**config.mk**
```make
export PLATFORM = sky130hd
export DESIGN_NAME = uart_irq_ctrl
export DESIGN_NICKNAME = d
export VERILOG_FILES = /design/src/rtl/uirq_pkg.sv /design/src/rtl/uirq_decode.sv /design/src/rtl/uirq_status.sv /design/src/rtl/uirq_delay_fsm.sv /design/src/rtl/uart_irq_ctrl.sv
export SDC_FILE = /design/constraint.sdc
export NUM_CORES = 1
export LEC_CHECK = 0
export BUFFER_PORTS_ARGS = -buffer_cell sky130_fd_sc_hd__clkbuf_2
export CORE_ASPECT_RATIO = 0.9
export CORE_UTILIZATION = 45
export DETAILED_ROUTE_END_ITERATION = 8
export MAX_ROUTING_LAYER = met4
export PLACE_DENSITY = 0.74
export SLEW_MARGIN = 40
export SYNTH_ARGS = -nofsm -noshare
export SYNTH_HDL_FRONTEND = slang
export SYNTH_SLANG_ARGS = --single-unit
```
**constraint.sdc**
```tcl
create_clock -name clk -period 2.74 [get_ports clk]
set_input_delay 0.274 -clock clk [delete_from_list [all_inputs] [get_ports clk]]
set_output_delay 0.274 -clock clk [all_outputs]
set_load 0.01 [all_outputs]
```
**src/rtl/uirq_pkg.sv**
```systemverilog
package uirq_pkg;

    localparam int IRQ_W = 11;

    localparam int IRQ_RING    = 0;
    localparam int IRQ_CTSCHG  = 1;
    localparam int IRQ_CARCHG  = 2;
    localparam int IRQ_DSRCHG  = 3;
    localparam int IRQ_RX      = 4;
    localparam int IRQ_TX      = 5;
    localparam int IRQ_RXTO    = 6;
    localparam int IRQ_FRAME   = 7;
    localparam int IRQ_PARITY  = 8;
    localparam int IRQ_BREAK   = 9;
    localparam int IRQ_OVERRUN = 10;

    localparam int OFS_DATA = 'h000;
    localparam int OFS_FLAG = 'h018;
    localparam int OFS_MASK = 'h038;
    localparam int OFS_RAW  = 'h03C;
    localparam int OFS_MSKD = 'h040;
    localparam int OFS_CLR  = 'h044;

    localparam int FLG_CTS  = 0;
    localparam int FLG_RXE  = 4;
    localparam int FLG_TXE  = 7;

    typedef enum logic [1:0] {
        IRQ_QUIET    = 2'd0,
        IRQ_COUNTING = 2'd1,
        IRQ_RAISED   = 2'd2
    } irq_state_e;

    typedef struct packed {
        logic wr_data;
        logic rd_data;
        logic wr_mask;
        logic wr_clr;
    } bus_stb_t;

endpackage

```
**src/rtl/uirq_decode.sv**
```systemverilog
module uirq_decode
    import uirq_pkg::*;
#(
    parameter int ADDR_W = 12
) (
    input  logic              sel,
    input  logic              wr,
    input  logic [ADDR_W-1:0] addr,
    output bus_stb_t          stb
);

    always_comb begin
        stb         = '0;
        stb.wr_data = sel &&  wr && (addr == ADDR_W'(OFS_DATA));
        stb.rd_data = sel && !wr && (addr == ADDR_W'(OFS_DATA));
        stb.wr_mask = sel &&  wr && (addr == ADDR_W'(OFS_MASK));
        stb.wr_clr  = sel &&  wr && (addr == ADDR_W'(OFS_CLR));
    end

endmodule

```
**src/rtl/uirq_status.sv**
```systemverilog
module uirq_status
    import uirq_pkg::*;
(
    input  logic             clk,
    input  logic             rst_n,
    input  bus_stb_t         stb,
    input  logic [IRQ_W-1:0] wbits,
    input  logic             rx_avail,
    input  logic             rx_strobe,
    output logic [IRQ_W-1:0] raw_q,
    output logic [IRQ_W-1:0] mask_q
);

    logic [IRQ_W-1:0] clr_bits;
    logic [IRQ_W-1:0] set_bits;
    logic [IRQ_W-1:0] raw_d;
    logic [IRQ_W-1:0] mask_d;

    always_comb begin
        clr_bits = '0;
        set_bits = '0;
        if (stb.wr_clr) begin
            clr_bits = wbits;
        end
        if (stb.rd_data && rx_avail) begin
            clr_bits[IRQ_RX]   = 1'b1;
            clr_bits[IRQ_RXTO] = 1'b1;
        end
        if (stb.wr_data) begin
            clr_bits[IRQ_TX] = 1'b1;
            set_bits[IRQ_TX] = 1'b1;
        end
        if (rx_strobe) begin
            set_bits[IRQ_RX]   = 1'b1;
            set_bits[IRQ_RXTO] = 1'b1;
        end
        raw_d  = (raw_q & ~clr_bits) | set_bits;
        mask_d = stb.wr_mask ? wbits : mask_q;
    end

    always_ff @(posedge clk or negedge rst_n) begin
        if (!rst_n) begin
            raw_q  <= '0;
            mask_q <= '0;
        end else begin
            raw_q  <= raw_d;
            mask_q <= mask_d;
        end
    end

    assert_clear_ones_R3: assert property (@(posedge clk) disable iff (!rst_n)
        (stb.wr_clr && !rx_strobe) |=> ((raw_q & $past(wbits)) == '0));

    assert_tx_ready_R6: assert property (@(posedge clk) disable iff (!rst_n)
        stb.wr_data |=> raw_q[IRQ_TX]);

    assert_rx_flags_R7: assert property (@(posedge clk) disable iff (!rst_n)
        rx_strobe |=> (raw_q[IRQ_RX] && raw_q[IRQ_RXTO]));

    assert_mask_only_R10: assert property (@(posedge clk) disable iff (!rst_n)
        (stb.wr_mask && !rx_strobe) |=> $stable(raw_q));

endmodule

```
**src/rtl/uirq_delay_fsm.sv**
```systemverilog
module uirq_delay_fsm
    import uirq_pkg::*;
#(
    parameter int DELAY_CYCLES = 4
) (
    input  logic clk,
    input  logic rst_n,
    input  logic any_masked,
    output logic irq
);

    localparam int CNT_W = $clog2(DELAY_CYCLES + 1);
    localparam logic [CNT_W-1:0] CNT_LOAD = CNT_W'(DELAY_CYCLES - 1);

    irq_state_e       state_q, state_d;
    logic [CNT_W-1:0] cnt_q, cnt_d;

    always_comb begin
        state_d = state_q;
        cnt_d   = cnt_q;
        unique case (state_q)
            IRQ_QUIET: begin
                if (any_masked) begin
                    state_d = IRQ_COUNTING;
                    cnt_d   = CNT_LOAD;
                end
            end
            IRQ_COUNTING: begin
                if (!any_masked) begin
                    state_d = IRQ_QUIET;
                    cnt_d   = '0;
                end else if (cnt_q == '0) begin
                    state_d = IRQ_RAISED;
                end else begin
                    cnt_d = cnt_q - 1'b1;
                end
            end
            IRQ_RAISED: begin
                if (!any_masked) begin
                    state_d = IRQ_QUIET;
                end
            end
            default: begin
                state_d = IRQ_QUIET;
                cnt_d   = '0;
            end
        endcase
    end

    always_ff @(posedge clk or negedge rst_n) begin
        if (!rst_n) begin
            state_q <= IRQ_QUIET;
            cnt_q   <= '0;
        end else begin
            state_q <= state_d;
            cnt_q   <= cnt_d;
        end
    end

    always_comb begin
        irq = (state_q == IRQ_RAISED) && any_masked;
    end

    assert_rise_after_count_R4: assert property (@(posedge clk) disable iff (!rst_n)
        $rose(irq) |-> ($past(state_q) == IRQ_COUNTING));

    assert_no_reload_R4: assert property (@(posedge clk) disable iff (!rst_n)
        (state_q == IRQ_COUNTING && any_masked && cnt_q != '0)
            |=> (state_q == IRQ_COUNTING && cnt_q == $past(cnt_q) - 1'b1));

    assert_cnt_range_R4: assert property (@(posedge clk) disable iff (!rst_n)
        cnt_q <= CNT_LOAD);

    assert_cancel_R5: assert property (@(posedge clk) disable iff (!rst_n)
        (state_q != IRQ_QUIET && !any_masked) |=> (state_q == IRQ_QUIET));

endmodule

```
**src/rtl/uart_irq_ctrl.sv**
```systemverilog
module uart_irq_ctrl
    import uirq_pkg::*;
#(
    parameter int ADDR_W       = 12,
    parameter int DATA_W       = 16,
    parameter int DELAY_CYCLES = 4
) (
    input  logic              clk,
    input  logic              rst_n,
    input  logic              bus_sel,
    input  logic              bus_wr,
    input  logic [ADDR_W-1:0] bus_addr,
    input  logic [DATA_W-1:0] bus_wdata,
    output logic [DATA_W-1:0] bus_rdata,
    input  logic              rx_avail,
    input  logic [7:0]        rx_byte,
    input  logic              rx_strobe,
    output logic              rx_pop,
    output logic              tx_valid,
    output logic [7:0]        tx_byte,
    output logic              irq
);

    bus_stb_t         stb;
    logic [IRQ_W-1:0] raw_q;
    logic [IRQ_W-1:0] mask_q;
    logic [IRQ_W-1:0] masked;
    logic             any_masked;
    logic             unused_wbits;

    assign unused_wbits = ^bus_wdata[DATA_W-1:IRQ_W];

    uirq_decode #(.ADDR_W(ADDR_W)) u_decode (
        .sel  (bus_sel),
        .wr   (bus_wr),
        .addr (bus_addr),
        .stb  (stb)
    );

    uirq_status u_status (
        .clk       (clk),
        .rst_n     (rst_n),
        .stb       (stb),
        .wbits     (bus_wdata[IRQ_W-1:0]),
        .rx_avail  (rx_avail),
        .rx_strobe (rx_strobe),
        .raw_q     (raw_q),
        .mask_q    (mask_q)
    );

    assign masked     = raw_q & mask_q;
    assign any_masked = |masked;

    uirq_delay_fsm #(.DELAY_CYCLES(DELAY_CYCLES)) u_fsm (
        .clk        (clk),
        .rst_n      (rst_n),
        .any_masked (any_masked),
        .irq        (irq)
    );

    assign rx_pop   = stb.rd_data && rx_avail;
    assign tx_valid = stb.wr_data;
    assign tx_byte  = bus_wdata[7:0];

    always_comb begin
        bus_rdata = '0;
        if (bus_sel && !bus_wr) begin
            case (bus_addr)
                ADDR_W'(OFS_DATA): if (rx_avail) bus_rdata[7:0] = rx_byte;
                ADDR_W'(OFS_FLAG): begin
                    bus_rdata[FLG_CTS] = 1'b1;
                    bus_rdata[FLG_TXE] = 1'b1;
                    bus_rdata[FLG_RXE] = !rx_avail;
                end
                ADDR_W'(OFS_MASK): bus_rdata[IRQ_W-1:0] = mask_q;
                ADDR_W'(OFS_RAW):  bus_rdata[IRQ_W-1:0] = raw_q;
                ADDR_W'(OFS_MSKD): bus_rdata[IRQ_W-1:0] = masked;
                default:           bus_rdata = '0;
            endcase
        end
    end

    assert_status_high_zero_R1: assert property (@(posedge clk) disable iff (!rst_n)
        (bus_sel && !bus_wr && (bus_addr == ADDR_W'(OFS_RAW) || bus_addr == ADDR_W'(OFS_MSKD)
            || bus_addr == ADDR_W'(OFS_MASK))) |-> (bus_rdata[DATA_W-1:IRQ_W] == '0));

    assert_irq_needs_mask_R5: assert property (@(posedge clk) disable iff (!rst_n)
        irq |-> ((raw_q & mask_q) != '0));

endmodule

```
# Word-level counts from Yosys, hierarchy flattened
# Cells that the tools add are included.
# word_totals
inputBits	42
out_inout_bits	27
register_bits	27
word_cells	60
# classes
bitwise_logic	5
n_reduce_logical	16
n_mux	23
n_eq_ne	11
add_sub_neg	1
# ops
op	count
equality test 12 x 6 -> 1 bit (second input constant)	2
equality test 12 x 7 -> 1 bit (second input constant)	2
bitwise AND 11 bit	2
two-way mux 11 bit	2
one-hot mux 3 bit (3 select lines)	2
one-hot mux 1 bit (5 select lines)	3
equality test 12 x 5 -> 1 bit (second input constant)	1
logical NOT 12 bit	1
one-hot mux 3 bit (4 select lines)	1
inverter 11 bit	1
OR 11 x 7 -> 11 bit	1
OR reduction 11 bit	1
two-way mux 3 bit	3
logical AND 1 bit	8
two-way mux 2 bit	4
two-way mux 8 bit	1
one-hot mux 2 bit (4 select lines)	1
!= test 3 bit (second input constant)	2
one-hot mux 2 bit (3 select lines)	1
AND reduction 3 bit	2
two-way mux 1 bit	5
logical NOT 3 bit	1
subtractor 3 x 1 -> 3 bit (second input constant)	1
equality test 2 x 1 -> 1 bit (second input constant)	1
other kinds (6)	7

# Logic depth before layout (Yosys ltp)
# Gate-level depths: netlist (run 1).
# depth
depth_word	8
mapped_depth	6
ltp_nobuf	6

# Cells and area by module
# Synthesis (run 1) repeated with hierarchy kept, for this count alone.
# hier_totals
hier_cells	211
hier_area_um2	2084.5
# modules_own_cells
mod	seq_area_each_um2	instances	area_per_inst_um2	cells_per_inst
uart_irq_ctrl	0.0	1	872.1	120
uirq_status	550.5	1	830.8	50
uirq_delay_fsm	125.1	1	299.0	30
uirq_decode	0.0	1	82.6	11

# Worst setup path after synthesis (run 1)
# OpenSTA, ideal clock, no wires.
# synth_timing
path_type	input-to-output
start	input port bus_addr[9]
end	output port bus_rdata[7]
t_required_ns	2.466
setup_slack_ns	0.708
stages	5
n_path_buf	1
arrival_ns	1.758
path_cell_list	or4_4 buf_6 nor4_4 nand3_2 a2111oi_2
# synth_between
elab_chain_cells	3
elab_cells_between_ends	7
classes_between	eq/ne (4); mux (2); reduce/logical (1)
# synth_rtl
element	line_no	source
start, declared	uart_irq_ctrl.sv:12	input logic [ADDR_W-1:0] bus_addr,
equality test 12 x 7 -> 1 bit (tied with other cells)	uart_irq_ctrl.sv:68	case (bus_addr)
one-hot mux 1 bit (5 select lines) (*)	uart_irq_ctrl.sv:68	
two-way mux 11 bit (*)	uart_irq_ctrl.sv:67	if (bus_sel && !bus_wr) begin
end, declared	uart_irq_ctrl.sv:14	output logic [DATA_W-1:0] bus_rdata,
# Mark *: on every way between the ends. The rest lies on a longest branch, timed or not.

# Final worst setup path (run 1)
# layout_timing
start	input port bus_addr[5]
end	output port bus_rdata[7]
# Same word-level chain as after synthesis.

==> run metrics, run 1 <==
status complete, no violations; post-synthesis sequential area ratio 36.4%; share of layout cells above drive strength 1 around two fifths; Rows 21; port bufs just under 60; final hold violation count 0; Gate power share 15.4%; # IOs just under 70; GR peak layer met2; Cells after Synth 194; Post-Syn Area approximately 0.0019 mm^2; Root Buffer clkbuf_8; startpoint types input port; final setup fails 0; H-tree depth 1; CP Capture Type output port; Post-CTS Resized 0; clock skew 0.00629 ns; DRC 0; Flop pwr share between 50% and 60%; Layout Area Growth over Synthesis 14.7%; Tot GR Track Use between 20% and 30%; flops & latches, synth 27; DIE WIDTH around 70 um; synth warn 0; via/cell ratio ~5.6; Peak Freq 435 MHz; Die H roughly 63 um; critical path peak fanout 12; initial antenna violation count 0; largest net degree at the start of global routing 28; Tightest Hold Check Type in -> async; final estimated routing congestion in global placement 0.853; Max-Cap Viols 0; remaining global-route overflow 0; clock slew at reported path FFs 0.09 ns; Peak VDD IR 0.298 mV; Core Region roughly 0.0038 mm^2; Place WS 0.442 ns; met2 usage approximately a third; max_slew headroom approximately 55%; Post-synth EDFFs 0; dpl cell area 0.00209 mm^2; crit path cell chain clkbuf_2 -> or3_1 -> nor4_4 -> nand3_2 -> a2111oi_2 -> clkbuf_2; area of the multi-input gates 0.00102 mm^2; detailed-route via count between 1500 and 2000; nets 285; first-pass GRT wire length 7140 um; Initial Util between 40% and 50%; max incr delay on CP 0.51 ns; Pwr Density 350 mW/mm^2; min Tclk post-route 2.30 ns; Max Slew Vio Count 0; vias in the first global route roughly 1500; Die ar. between 0.004 and 0.005 mm^2; Power, Total 0.000745 W; clock network power share 30.4%; Main synth FF type dfrtp_1; FFs w/ async S/R, synth 100%; grt met3 use 3.87%; Routed WL around 4300 um; Post-CTS Setup Bufs 0; Wirelength per Cell 15.0 um; post-route ant nets 0; First-pass DRT Iterations 4; TritonCTS buffer count 3; Fillers 367; Critical Path RT 2.47 ns; CTS Hold Buffers Added 0; Net Sw Power 0.000193 W; Design Area, Final 0.00213 mm^2; Final WS setup 0.440 ns; Setup TNS 0 ns; maximum clock path buffer count 2; Num Clock Sinks 27; FF/Latch Area between 600 and 700 um^2; Mean Syn Cell Area 9.58 um^2; Internal 0.000553 W; unrepaired setup endpoints after global routing false; Slew @ Worst Pin 0.682 ns; leakage power 0.981 nW; switch share 25.9%; arrival time at the worst endpoint 2.03 ns; Yosys cell types 48; Antenna Cells 0; Tcrit/Tclk final approximately 84%; Post-DP HPWL 3230 um; CTS tree done; clk_lat worst skew 0.27 ns; M1 GR Usage 28.5%; CP max stage cell or3_1; Detailed Route Iter0 Violations 123; Top cell by count, worst path clkbuf_2; critical path type in -> out
kinds of logic after synthesis:
family	synth area share (%)
simple gates	23.2
mux	9.02
compound gates	20.0
buf+inv	9.43
other cells	0.202
xor+xnor	0.471
flops	36.4
fa+ha+maj	1.35
metrics by stage:
step	util [%]	hold WS [ns]	instances
finish	55.6	0.0194	286
global placement	54.4	0.340	282
detailed placement	54.4	0.345	282
global route	55.6	0.0620	286
floorplan	-	-0.0216	198
CTS	55.6	0.0402	286
power by group through the flow:
| stage | Combinational, W | Clock (W) | Sequential (W) |
|---|---|---|---|
| final | 0.000114 | 0.000227 | 0.000404 |
| after floorplan | 0.0000775 | 0 | 0.000412 |
| after global placement | 0.000112 | 0 | 0.000412 |
| after global routing | 0.000128 | 0.000250 | 0.000405 |
| after detailed placement | 0.000114 | 0 | 0.000412 |
| after CTS | 0.000114 | 0.000232 | 0.000404 |
Yosys cell counts, types with 2 or more instances:
cell / n / area, um^2
nand3_1: 9 / 45.0
nand2_1: 17 / 63.8
a22o_1: 3 / 26.3
o2bb2ai_1: 3 / 26.3
nor2_1: 9 / 33.8
ha_1: 2 / 25.0
buf_4: 16 / 120
buf_2: 2 / 10.0
a21boi_0: 8 / 60.1
inv_1: 5 / 18.8
clkbuf_1: 4 / 15.0
a21oi_1: 9 / 45.0
a211oi_1: 2 / 15.0
nor3_1: 3 / 15.0
nand4_1: 2 / 12.5
nand2b_1: 6 / 37.5
mux2_2: 14 / 158
or2_2: 2 / 12.5
nor2b_1: 3 / 18.8
a22oi_1: 9 / 67.6
nor4_2: 4 / 50.1
a31o_2: 2 / 17.5
a32oi_1: 6 / 52.6
dfrtp_1: 27 / 676
o21ai_0: 4 / 20.0
registers in the layout, indices dropped and copies added (netlist names):
signal           count
u_status.raw_q      11
u_fsm.state_q        2
u_fsm.cnt_q          3
u_status.mask_q     11
area by class of cell:
| type | instances | share of cell area, % |
|---|---|---|
| Clock buffer | 4 | 2.11 |
| Timing Repair Buffer | 61 | 14.7 |
| Inverter | 5 | 0.880 |
| Sequential cell | 27 | 31.7 |
| Multi-Input combinational cell | 143 | 47.9 |
| Tap cell | 46 | 2.70 |
per-layer routing:
layer	up-vias	wire length, um
met4	0	12
met1	763	2140
met3	2	235
li1	794	-
met2	53	1920
met5	-	0
path summary, 6_finish.rpt:
path | slack [ns] | from | depth (start not counted) | end
min | 0.02 | rst_n | 1 | u_status.raw_q[5]
min in group clk | 0.19 | bus_wdata[8] | 2 | u_status.raw_q[8]
max reg2reg | 1.06 | u_status.raw_q[8] | 4 | u_fsm.cnt_q[2]
max | 0.44 | bus_addr[5] | 6 | bus_rdata[7]
min reg2reg | 0.54 | u_status.mask_q[10] | 1 | u_status.mask_q[10]
max in group asynchronous | 2.28 | rst_n | 1 | u_fsm.cnt_q[2]
placed cells by master, fill, tap and decap left out, types with 2 or more instances in the layout:
master      n
a211oi_1    2
a21boi_0    8
a21oi_1     9
a22o_1      3
a22oi_1     9
a31o_2      2
a32oi_1     6
buf_4       3
clkbuf_2   58
clkbuf_8    3
conb_1      5
dfrtp_1    27
ha_1        2
inv_1       5
mux2_2     14
nand2_1    17
nand2b_1    6
nand3_1     9
nand4_1     2
nor2_1      9
nor2b_1     3
nor3_1      3
nor4_2      4
o21ai_0     4
o2bb2ai_1   3
or2_2       2
critical path: cells and delay by family:
kind            cells  cell delay, ns
simple gates        3            1.07
compound gates      1            0.32
buf+inv             2            0.36
(Power assumes the default switching activity.)
==> run 2, diff against run 1 <==
--- a/config.mk
+++ b/config.mk
@@ -5,12 +5,13 @@
 export SDC_FILE = /design/constraint.sdc
 export NUM_CORES = 1
 export LEC_CHECK = 0
+export ABC_AREA = 1
 export BUFFER_PORTS_ARGS = -buffer_cell sky130_fd_sc_hd__clkbuf_2
 export CORE_ASPECT_RATIO = 0.9
 export CORE_UTILIZATION = 45
 export DETAILED_ROUTE_END_ITERATION = 8
 export MAX_ROUTING_LAYER = met4
-export PLACE_DENSITY = 0.74
+export PLACE_DENSITY = 0.75
 export SLEW_MARGIN = 40
 export SYNTH_ARGS = -nofsm -noshare
 export SYNTH_HDL_FRONTEND = slang
==> constraint.sdc (replaced) <==
create_clock -name clk -period 1.9 [get_ports clk]
set_input_delay 0.19 -clock clk [delete_from_list [all_inputs] [get_ports clk]]
set_output_delay 0.19 -clock clk [all_outputs]
set_load 0.01 [all_outputs]
==> run 2 against run 1 <==
Clock-buffer cell count down 1. Global-route usage up 1.3 points. Synthesized cell count up 56%. Cell area up 15%. Sequential power up 46%. Clock power up 45%. Critical path type unchanged.
==> run metrics, run 2 <==
min Tclk post-route between 1.5 and 2 ns; Largest regs u_status.mask_q x11, u_status.raw_q x11, u_fsm.cnt_q x3; clk_lat worst skew 0.27 ns (about the same); most frequent cells in the layout nand2_1 (84), clkbuf_2 (58), inv_1 (48), nor2_1 (28), dfrtp_1 (27); DIE WIDTH 74.0 um (+6.2%); largest net degree at the start of global routing 28 (unchanged); Post-DP HPWL 3760 um (+16%); status complete, no violations; remaining global-route overflow 0 (unchanged); maximum clock path buffer count 2 (unchanged); Peak VDD IR 0.383 mV (+28%); Top cell by count, worst path nand2_2; Layout Area Growth over Synthesis 16.3%; final estimated routing congestion in global placement 0.962 (+13%); worst r2r src u_status.raw_q[4]; clock slew at reported path FFs 0.09 ns (about the same); arrival time at the worst endpoint 1.50 ns (-0.53 ns); post-route ant nets 0 (unchanged); most common cell after layout, fill and taps aside nand2_1; Detailed Route Iter0 Violations 102 (-17%); CP Capture Type output port; Num Clock Sinks 27 (unchanged); Post-synth EDFFs 0 (unchanged); port bufs 58 (unchanged); Synth top cells by count nand2_1 (84), inv_1 (48), nor2_1 (28), dfrtp_1 (27), nand4_1 (26); # IOs 69 (unchanged); hold path start rx_strobe; final setup fails 0 (unchanged); FFs w/ async S/R, synth 100% (unchanged); nets 400 (+40%); First-pass DRT Iterations 4 (unchanged); CP Launch Point bus_addr[11]; Critical Path RT 1.71 ns (-0.76 ns); synth warn 0 (unchanged); TritonCTS buffer count 3 (unchanged); Design Area, Final 0.00244 mm^2 (+15%); first-pass GRT wire length 8050 um (+13%); startpoint types input port; Pwr Density 449 mW/mm^2 (+28%); reg2reg setup slack 0.50 ns (-0.56 ns); critical path type in -> out; Max-Cap Viols 0 (unchanged); Post-Syn Area 0.00210 mm^2 (+13%); Tcrit/Tclk final around 90%; Finished Core Util 54.8% (-0.79 points); dpl cell area 0.00238 mm^2 (+14%); Post-CTS Setup Bufs 0 (unchanged); max_slew headroom 55.0% (+0.53 points); GR peak layer met2; clock network power share 30.1% (-0.3 points); leakage power 1.46 nW (+49%); largest area contributor in the netlist dfrtp_1; Slew @ Worst Pin 0.674 ns (-0.00801 ns); Critical Path Stages 11 (+5); Net Sw Power 0.000295 W (+53%); Rows 23 (+9.5%); DRC 0 (unchanged); end of the worst register-to-register path u_fsm.cnt_q[0]; M1 GR Usage 29.8% (+1.3 points); unrepaired setup endpoints after global routing false; Main synth FF type dfrtp_1; vias in the first global route 1845 (+22%); cell with the most instances after synthesis nand2_1; CTS tree done; Die H 66.8 um (+6.1%); final hold violation count 0 (unchanged); share of layout cells above drive strength 1 28.5% (-11 points); Post-CTS Resized 0 (unchanged); Mean Syn Cell Area 6.96 um^2 (-27%); crit path cell chain clkbuf_2 -> nor2_1 -> nand2_2 -> nor2_4 -> nand3_4 -> nand2_2 -> nand2_2 -> nand2_4 -> inv_2 -> nor2_1 -> clkbuf_2; initial antenna violation count 0 (unchanged); post-synthesis sequential area ratio 32.2% (-4.2 points); Peak Freq roughly 590 MHz; Cells after Synth 302 (+56%); Bufs and invs on worst path 3 (+1); Core Region 0.00446 mm^2 (+16%); via/cell ratio 4.83 (-14%); Die ar. 0.00495 mm^2 (+13%); flops & latches, synth 27 (unchanged); Setup TNS 0 ns (unchanged); Tot GR Track Use 22.1% (+1.3 points); CTS Hold Buffers Added 1 (+1); H-tree depth 1 (unchanged); switch share 27.0% (+1.1 points); CP endpoint bus_rdata[5]; grt met3 use 2.72% (-1.1 points); Wirelength per Cell 11.5 um (-23%); R2R depth 8 (+4); Synth top area share 32.2% (-4.2 points); Flop pwr share 53.7% (-0.5 points); Tightest Hold Check Type in -> reg; detailed-route via count 2016 (+25%); Root Buffer clkbuf_8; Initial Util 47.1% (-1.3 points); Internal 0.000801 W (+45%); Synth area leaders dfrtp_1 (32%), nand2_1 (15%), inv_1 (8.6%), nand4_1 (7.7%), buf_4 (5.0%); Antenna Cells 0 (unchanged); Routed WL 4800 um (+12%); CP delay by family, top simple AND/OR/NAND/NOR gates; Yosys cell types 29 (-40%); clock skew 0.00194 ns (-0.00435 ns); met2 usage 35.1% (+2.1 points); Max Slew Vio Count 0 (unchanged); max incr delay on CP 0.24 ns (-0.27 ns); CP max stage cell nor2_4; critical path peak fanout 9 (-3); Gate power share 16.2% (+0.8 points)
-- run 2: per-layer routing --
metal	up-vias	routed length, um	share of wire, %
met5	-	0	0
met4	0	51	1.1
met3	4	234	4.9
met2	62	2240	47
met1	904	2280	47
li1	1046	-	-
-- run 2: worst min-delay path by stage --
stage | endpoint | slack (ns) | depth (start not counted)
final | u_status.raw_q[6] | 0.13 | 3
after CTS | u_status.raw_q[6] | 0.12 | 3
after global routing | u_status.raw_q[4] | 0.14 | 3
after floorplan | u_fsm.cnt_q[0] | -0.11 | 0
after global placement | u_status.mask_q[0] | 0.26 | 1
after detailed placement | u_status.mask_q[0] | 0.26 | 1
-- run 2: kinds of logic after synthesis --
| group | share of synthesized area [%] |
|---|---|
| adders and majority gates | 1.19 |
| xor gates and xnor gates | 0.417 |
| other | 0.179 |
| AOI/OAI and AO/OA | 9.95 |
| buffers and inverters | 17.4 |
| and+or+nand+nor | 38.7 |
| DFF | 32.2 |
-- run 2: cell type report --
class | count | area (um^2)
Clock inverter | 1 | 7.51
Fill cell | 464 | 2020
Sequential cell | 27 | 676
Inverter | 52 | 201
Clock buffer | 3 | 41.3
Tap cell | 62 | 77.6
Timing Repair Buffer | 66 | 365
Multi-Input combinational cell | 206 | 1070
-- run 2: metrics by stage --
step                power (W)  setup slack (ns)  hold slack [ns]  instances
finish                0.00110             0.212            0.133        417
global route          0.00116            0.0682            0.140        417
global placement     0.000776             0.246            0.255        412
detailed placement   0.000778             0.222            0.258        412
CTS                   0.00112             0.212            0.116        417
floorplan            0.000716             0.549           -0.106        306
-- run 2: worst register-to-register path: stages (launching register included) --
cell,delay (ns)
dfrtp_1,0.42
nand2_1,0.12
nand2_1,0.06
nor2_1,0.12
nand3_1,0.15
nand2_1,0.18
nand2_1,0.12
nand2_1,0.08
nand2_1,0.05
-- run 2: power groups by stage --
stage	sequential [W]	clock [W]	combinational, W
after floorplan	0.000599	0	0.000117
after global placement	0.000600	0	0.000176
after CTS	0.000589	0.000346	0.000180
after global routing	0.000591	0.000366	0.000203
final	0.000589	0.000330	0.000177
after detailed placement	0.000600	0	0.000178
==> run 3, diff against run 2 <==
--- a/config.mk
+++ b/config.mk
@@ -7,11 +7,13 @@
 export LEC_CHECK = 0
 export ABC_AREA = 1
 export BUFFER_PORTS_ARGS = -buffer_cell sky130_fd_sc_hd__clkbuf_2
+export CELL_PAD_IN_SITES_DETAIL_PLACEMENT = 0
+export CELL_PAD_IN_SITES_GLOBAL_PLACEMENT = 1
 export CORE_ASPECT_RATIO = 0.9
-export CORE_UTILIZATION = 45
+export CORE_UTILIZATION = 32
 export DETAILED_ROUTE_END_ITERATION = 8
 export MAX_ROUTING_LAYER = met4
-export PLACE_DENSITY = 0.75
+export PLACE_DENSITY_LB_ADDON = 0.1
 export SLEW_MARGIN = 40
 export SYNTH_ARGS = -nofsm -noshare
 export SYNTH_HDL_FRONTEND = slang
==> run 3 against run 2 <==
Clock power up 2%. Clock-buffer cell count unchanged. Sequential share of layout area down 0.43 points. Wire length up 11%. Cell area up 1.6%. Maximum frequency up 0.93%. Flip-flop and latch count unchanged. Setup slack better by 0.016 ns. Via count down 2.0%. Worst hold slack worse by 0.0075 ns. Register-to-register slack better by 0.04 ns.
==> run metrics, run 3 (synthesis gave the netlist of run 2 again) <==
Setup TNS 0 ns (unchanged); Largest regs u_status.mask_q x11, u_status.raw_q x11, u_fsm.cnt_q x3; via/cell ratio 4.44 (-8.2%); clock skew 0.00430 ns (+0.00236 ns); Pwr Density 444 mW/mm^2 (-0.95%); CTS tree done; Max-Cap Viols 0 (unchanged); Post-CTS Setup Bufs 0 (unchanged); remaining global-route overflow 0 (unchanged); most common cell after layout, fill and taps aside nand2_1; max_slew headroom 53.2% (-1.8 points); Tot GR Track Use 17.1% (-5.0 points); Post-Place Cells 440 (+6.8%); nets 403 (+0.75%); Root Buffer clkbuf_8; Top cell by count, worst path nand2_1; clk_lat worst skew 0.27 ns (about the same); Layout Area Growth over Synthesis 18.2%; maximum clock path buffer count 2 (unchanged); # IOs 69 (unchanged); critical path type in -> out; Rows 27 (+17%); min Tclk post-route 1.67 ns (-0.0155 ns); port bufs 58 (unchanged); Core Region 0.00622 mm^2 (+39%); Initial Util 33.8% (-13 points); CP Capture Type output port; clock slew at reported path FFs 0.10 ns (about the same); Die ar. 0.00689 mm^2 (+39%); Max Slew Vio Count 0 (unchanged); First-pass DRT Iterations 4 (unchanged); Critical Path RT 1.71 ns (about the same); Tightest Hold Check Type in -> reg; Antenna Cells 0 (unchanged); DRC 0 (unchanged); unrepaired setup endpoints after global routing false; Slew @ Worst Pin 0.702 ns (+0.0275 ns); Peak Freq 598 MHz (+0.93%); status complete, no violations; arrival time at the worst endpoint 1.48 ns (-0.02 ns); Peak VDD IR 0.325 mV (-15%); post-route ant nets 0 (unchanged); post-route non-filler standard cell count 445 (+6.7%); TritonCTS buffer count 3 (unchanged); vias in the first global route 1799 (-2.5%); Wirelength per Cell 11.9 um (+3.7%); final hold violation count 0 (unchanged); DIE WIDTH 87.4 um (+18%); initial antenna violation count 0 (unchanged); H-tree depth 1 (unchanged); crit path cell chain clkbuf_2 -> nor2_1 -> nand2_1 -> nor2_4 -> nand2_1 -> nor2_2 -> nand2_1 -> a21oi_1 -> clkbuf_2; share of layout cells above drive strength 1 29.1% (+0.60 points); Routed WL 5310 um (+11%); Num Clock Sinks 27 (unchanged); critical path peak fanout 5 (-4); max incr delay on CP 0.20 ns (-0.04 ns); leakage power 1.48 nW (+1.1%); first-pass GRT wire length 8830 um (+9.8%); Post-DP HPWL 4260 um (+13%); final setup fails 0 (unchanged); final estimated routing congestion in global placement 0.835 (-13%); reg2reg setup slack 0.54 ns (+0.04 ns); most frequent cells in the layout nand2_1 (84), clkbuf_2 (58), inv_1 (48), nor2_1 (28), dfrtp_1 (27); largest net degree at the start of global routing 28 (unchanged); Tcrit/Tclk final 88.0% (-0.82 points); Finished Core Util 39.9% (-15 points); Detailed Route Iter0 Violations 75 (-26%); CP max stage cell nor2_4; detailed-route via count 1976 (-2.0%); startpoint types input port; Die H 78.9 um (+18%)
[run 3: cell type report]
type | instances | area, um^2
clock inverter | 1 | 5.00
clock buffer | 3 | 41.3
fill | 713 | 3730
tap | 87 | 109
sequential | 27 | 676
timing repair buffer | 69 | 375
multi-input combinational | 206 | 1070
inverter | 52 | 201
[run 3: timing repair]
action | in CTS | in global routing
endpoints found under the hold margin | 27 | 0
resized for setup | 0 | 0
hold buffers | 1 | 0
[run 3: final timing paths]
kind                                   start  cells past startpoint                 to
setup / recovery                 bus_addr[1]                      9       bus_rdata[8]
hold / removal                     rx_strobe                      3  u_status.raw_q[6]
setup reg to reg           u_status.raw_q[6]                      8     u_fsm.cnt_q[0]
hold reg to reg               u_fsm.cnt_q[1]                      2     u_fsm.cnt_q[1]
max in group asynchronous              rst_n                      2   u_fsm.state_q[1]
min in group asynchronous              rst_n                      2  u_status.raw_q[0]
[run 3: metrics by stage]
step | hold WS (ns) | total power, W | setup slack, ns | instance area [um^2]
floorplan | -0.106 | 0.000716 | 0.549 | 2120
global placement | 0.282 | 0.000781 | 0.194 | 2430
detailed placement | 0.280 | 0.000780 | 0.199 | 2430
CTS | 0.125 | 0.00112 | 0.211 | 2480
global route | 0.140 | 0.00116 | 0.0411 | 2480
finish | 0.125 | 0.00110 | 0.227 | 2480
[run 3: power by group]
group / switching [W] / internal, W / total, W / leakage, nW
Combinational: 0.000111 / 0.0000679 / 0.000178 / 1.09
Sequential: 0.00000559 / 0.000583 / 0.000589 / 0.366
Clock: 0.000189 / 0.000147 / 0.000336 / 0.0255
Total: 0.000305 / 0.000798 / 0.00110 / 1.48
[run 3: worst max-delay path: cells and delay by family]
kind                   cells  cell delay [ns]
buffers and inverters      2             0.26
AND/OR/NAND/NOR            6             0.83
AO/OA/AOI/OAI              1             0.20
[run 3: per-layer routing]
metal | wire (um) | GRT usage, %
met3 | 195 | 1.66
met5 | 0 | -
met4 | 44 | 3.93
met1 | 2850 | 24.9
met2 | 2220 | 25.6
